### config.mk
export PLATFORM = sky130hd
export DESIGN_NAME = burst_addr_counter
export DESIGN_NICKNAME = d
export VERILOG_FILES = /design/src/rtl/burst_addr_counter.sv
export SDC_FILE = /design/constraint.sdc
export NUM_CORES = 1
export LEC_CHECK = 0
export CORE_AREA = 2 2 52 54
export DETAILED_ROUTE_END_ITERATION = 6
export DIE_AREA = 0 0 54 56
export PLACE_DENSITY = 0.75
export SYNTH_ARGS = -nofsm -noshare
export SYNTH_HDL_FRONTEND = slang
export SYNTH_SLANG_ARGS = --single-unit
### constraint.sdc
create_clock -name clk -period 0.85 [get_ports clk]
set_input_delay 0.17 -clock clk [delete_from_list [all_inputs] [get_ports clk]]
set_output_delay 0.17 -clock clk [all_outputs]
set_load 0.005 [all_outputs]
### src/rtl/burst_addr_counter.sv
module burst_addr_counter #(
  parameter int AW = 16
) (
  input  logic          clk,
  input  logic          rst,
  input  logic          load,
  input  logic [AW-1:0] ext_addr,
  input  logic          adv_n,
  input  logic          order_sel,
  output logic [AW-1:0] addr,
  output logic [1:0]    beat
);

  logic [AW-1:0] base_q;
  logic [1:0]    beat_q;
  logic [1:0]    low_ilv;
  logic [1:0]    low_lin;

  always_ff @(posedge clk) begin
    if (rst) begin
      base_q <= '0;
      beat_q <= 2'd0;
    end else if (load) begin
      base_q <= ext_addr;
      beat_q <= 2'd0;
    end else if (!adv_n) begin
      beat_q <= beat_q + 2'd1;
    end
  end

  assign low_ilv = base_q[1:0] ^ beat_q;
  assign low_lin = base_q[1:0] + beat_q;

  assign addr = {base_q[AW-1:2], order_sel ? low_ilv : low_lin};
  assign beat = beat_q;

endmodule


==> results.py <==
metrics = {
    "synthesis": {
        "syn_inst": 77,
        "synth.area.top_cells": "dfxtp_1 44%, mux2i_1 20%, buf_4 13%, nor2_1 7.4%, xnor2_1 3.2%",
        "yosysSeqAreaShare_pct": 44.3,
        "yosys.area.top_type": "dfxtp_1",
        "synth_seq_cells": 18,
        "syn-cell-area_um2": 813,
        "ys_warn_count": 0,
        "syn_nets": 99,
        "avgSynthCellArea_um2": 10.6,
        "synth.distinct_cells": 13,
        "synth_top_area_share_pct": 44.3,
    },
    "global_route": {
        "track_usage_pct": 12.2,
        "grt_max_degree": 11,
        "grt.overflow.total": 0,
        "first_global_vias": 636,
        "grt_pass1_wl_um": 2680,
        "antenna_found_initial": 0,
    },
    "hold_path": {
        "hold_path.class": "primary input to register",
    },
    "cells_and_area": {
        "final_util_pct": 52.5,
        "final_cell_mix": "19 x clkdlybuf4s50_1, 16 x mux2i_1, 16 x nor2_1, 16 x dfxtp_2, 12 x buf_6",
        "final_common_cell": "clkdlybuf4s50_1",
        "drive_above_1_share_pct": 49.6,
        "syn2layout_area_growth_pct": 56.9,
        "insertedDiodeCount": 0,
        "final_cell_area_um2": 1280,
        "nets": 136,
    },
    "placement": {
        "place_congestion": 0.625,
        "portBuffers": 38,
        "dpl_cell_area_um2": 1180,
        "post-dp-hpwl_um": 1230,
        "dpl_worst_slack_ns": -0.714,
    },
    "sta": {
        "layout_min_cycle_time_ns": 1.34,
        "relSlewSlack_pct": 82.7,
        "finalSetupTns_ns": -2.43,
        "hold_violations": 0,
        "worst_pin_slew_ns": 0.258,
        "timing.fmax_ghz": 0.748,
        "fin_crit_sh_pct": 157,
        "slew_viol_final": 0,
        "setup_viol": 20,
        "worst_slack_ns": -0.486,
        "skew_ns": 0.000177,
        "grt_setup_unrepaired": "true",
    },
    "power": {
        "switchingPower_uw": 407,
        "powerDensity_nw_per_um2": 1430,
        "internal-power_uw": 1420,
        "clockPowerShare_pct": 28.0,
        "ir_worst_vdd_uv": 697,
        "p_seq_share_pct": 50.8,
        "p_leak_uw": 0.000595,
        "p_sw_share_pct": 22.3,
        "combPwrFrac_pct": 21.1,
    },
    "clock_tree": {
        "cts_max_level": 1,
        "clock_sinks": 18,
        "clk_pin_slew_ns": 0.10,
        "cts_tree": "yes",
        "clkLatencyLatePin_ns": 0.28,
        "clockBufferDepth": 2,
        "clockRootBuffer": "clkbuf_4",
        "cts_buffers": 3,
    },
    "run_status": {
        "violations": "negative setup slack",
        "status": "finished with violations",
    },
    "detailed_routing": {
        "drt_iter0_drc": 3,
        "avgRoutedWirePerCell_um": 12.5,
        "vias": 615,
        "drt-pass1-iter-count": 3,
        "viasPerCell": 4.30,
        "drc": 0,
        "final_antenna_net_count": 0,
        "drt_wl_total_um": 1790,
    },
    "floorplan": {
        "die_h_um": 56,
        "initial_utilization_pct": 33.4,
        "die_w_um": 54,
        "pin_count": 39,
        "rows": 18,
        "die_area_um2": 3020,
        "core-area_um2": 2430,
    },
    "critical_path": {
        "crit_fanout": 2,
        "required_ns": 0.68,
        "crit_arrival_ns": 1.17,
        "cp-start-kind": "register",
        "cp-end-kind": "primary output",
        "path_class": "register to primary output",
    },
    "flow_run": {
        "maxCapViolCount": 0,
    },
}
==> per-layer routing <==
metal	track usage, %	vias up	part of all wire [%]
met5	0	-	0
met4	5.36	0	0.78
li1	-	306	-
met2	21.4	26	51
met3	2.69	2	7.6
met1	13.4	281	40
==> area by class of cell <==
class | count | area [µm²]
fill | 231 | 1160
timing repair buffer | 50 | 484
sequential | 18 | 384
multi-input combinational | 41 | 334
tap | 30 | 37.5
clock buffer | 4 | 36.3
==> stage by stage <==
step	total power, µW	hold WS [ns]	std cells
2_1_floorplan	1130	0.317	77
5_1_grt	1930	0.480	143
3_3_place_gp	1290	0.475	135
4_1_cts	1840	0.475	141
6_report	1830	0.488	143
3_5_place_dp	1310	0.480	135
==> worst paths after layout <==
kind                          startpoint  cells after the start                endpoint  slack [ns]
setup reg to reg    beat[0]$_SDFFE_PP0N_                      5    beat[1]$_SDFFE_PP0N_       -0.26
setup / recovery    beat[0]$_SDFFE_PP0N_                      4                 addr[1]       -0.49
hold reg to reg   base_q[7]$_SDFFE_PP0P_                      2  base_q[7]$_SDFFE_PP0P_        0.49
hold / removal               ext_addr[3]                      3  base_q[3]$_SDFFE_PP0P_        0.49
==> state kept, by name, indices dropped and copies added, names as in the netlist <==
name / flops
beat: 2
base_q: 16
==> logic make-up after synthesis <==
logic type | share of synthesized area, %
AND/OR/NAND/NOR | 13.2
buffers and inverters | 18.0
XOR/XNOR | 3.23
adder cells (fa/ha/maj) | 1.54
multiplexers | 19.7
flip-flops | 44.3
==> synthesized netlist by cell type <==
cell type  number
nor3_1          1
buf_12          1
xnor2_1         3
nor2b_1         2
and2b_2         1
ha_1            1
mux2i_1        16
buf_2           2
dfxtp_1        18
nor4_4          1
nor2_1         16
buf_6           1
buf_4          14
==> timing repair <==
item,CTS,global route
endpoints found under the setup margin,36,21
hold buffers,0,0
gates cloned,1,0
gates resized for setup,94,9
buffers inserted,1,2
pin swaps,1,1
==> power groups by stage <==
stage | combinational [µW] | sequential, µW | clock, µW
after global placement | 360 | 933 | 0
after floorplan | 195 | 931 | 0
final | 386 | 928 | 512
after detailed placement | 370 | 935 | 0
after CTS | 364 | 926 | 547
after global routing | 418 | 934 | 578
==> worst max-delay path, cell delays in order (launching register included) <==
cell and delay [ns]:
dfxtp_4 0.37, ha_4 0.14, nor2b_4 0.12, xnor2_2 0.12
buf_2 0.13
No activity file was read; power rests on OpenSTA's default activity.
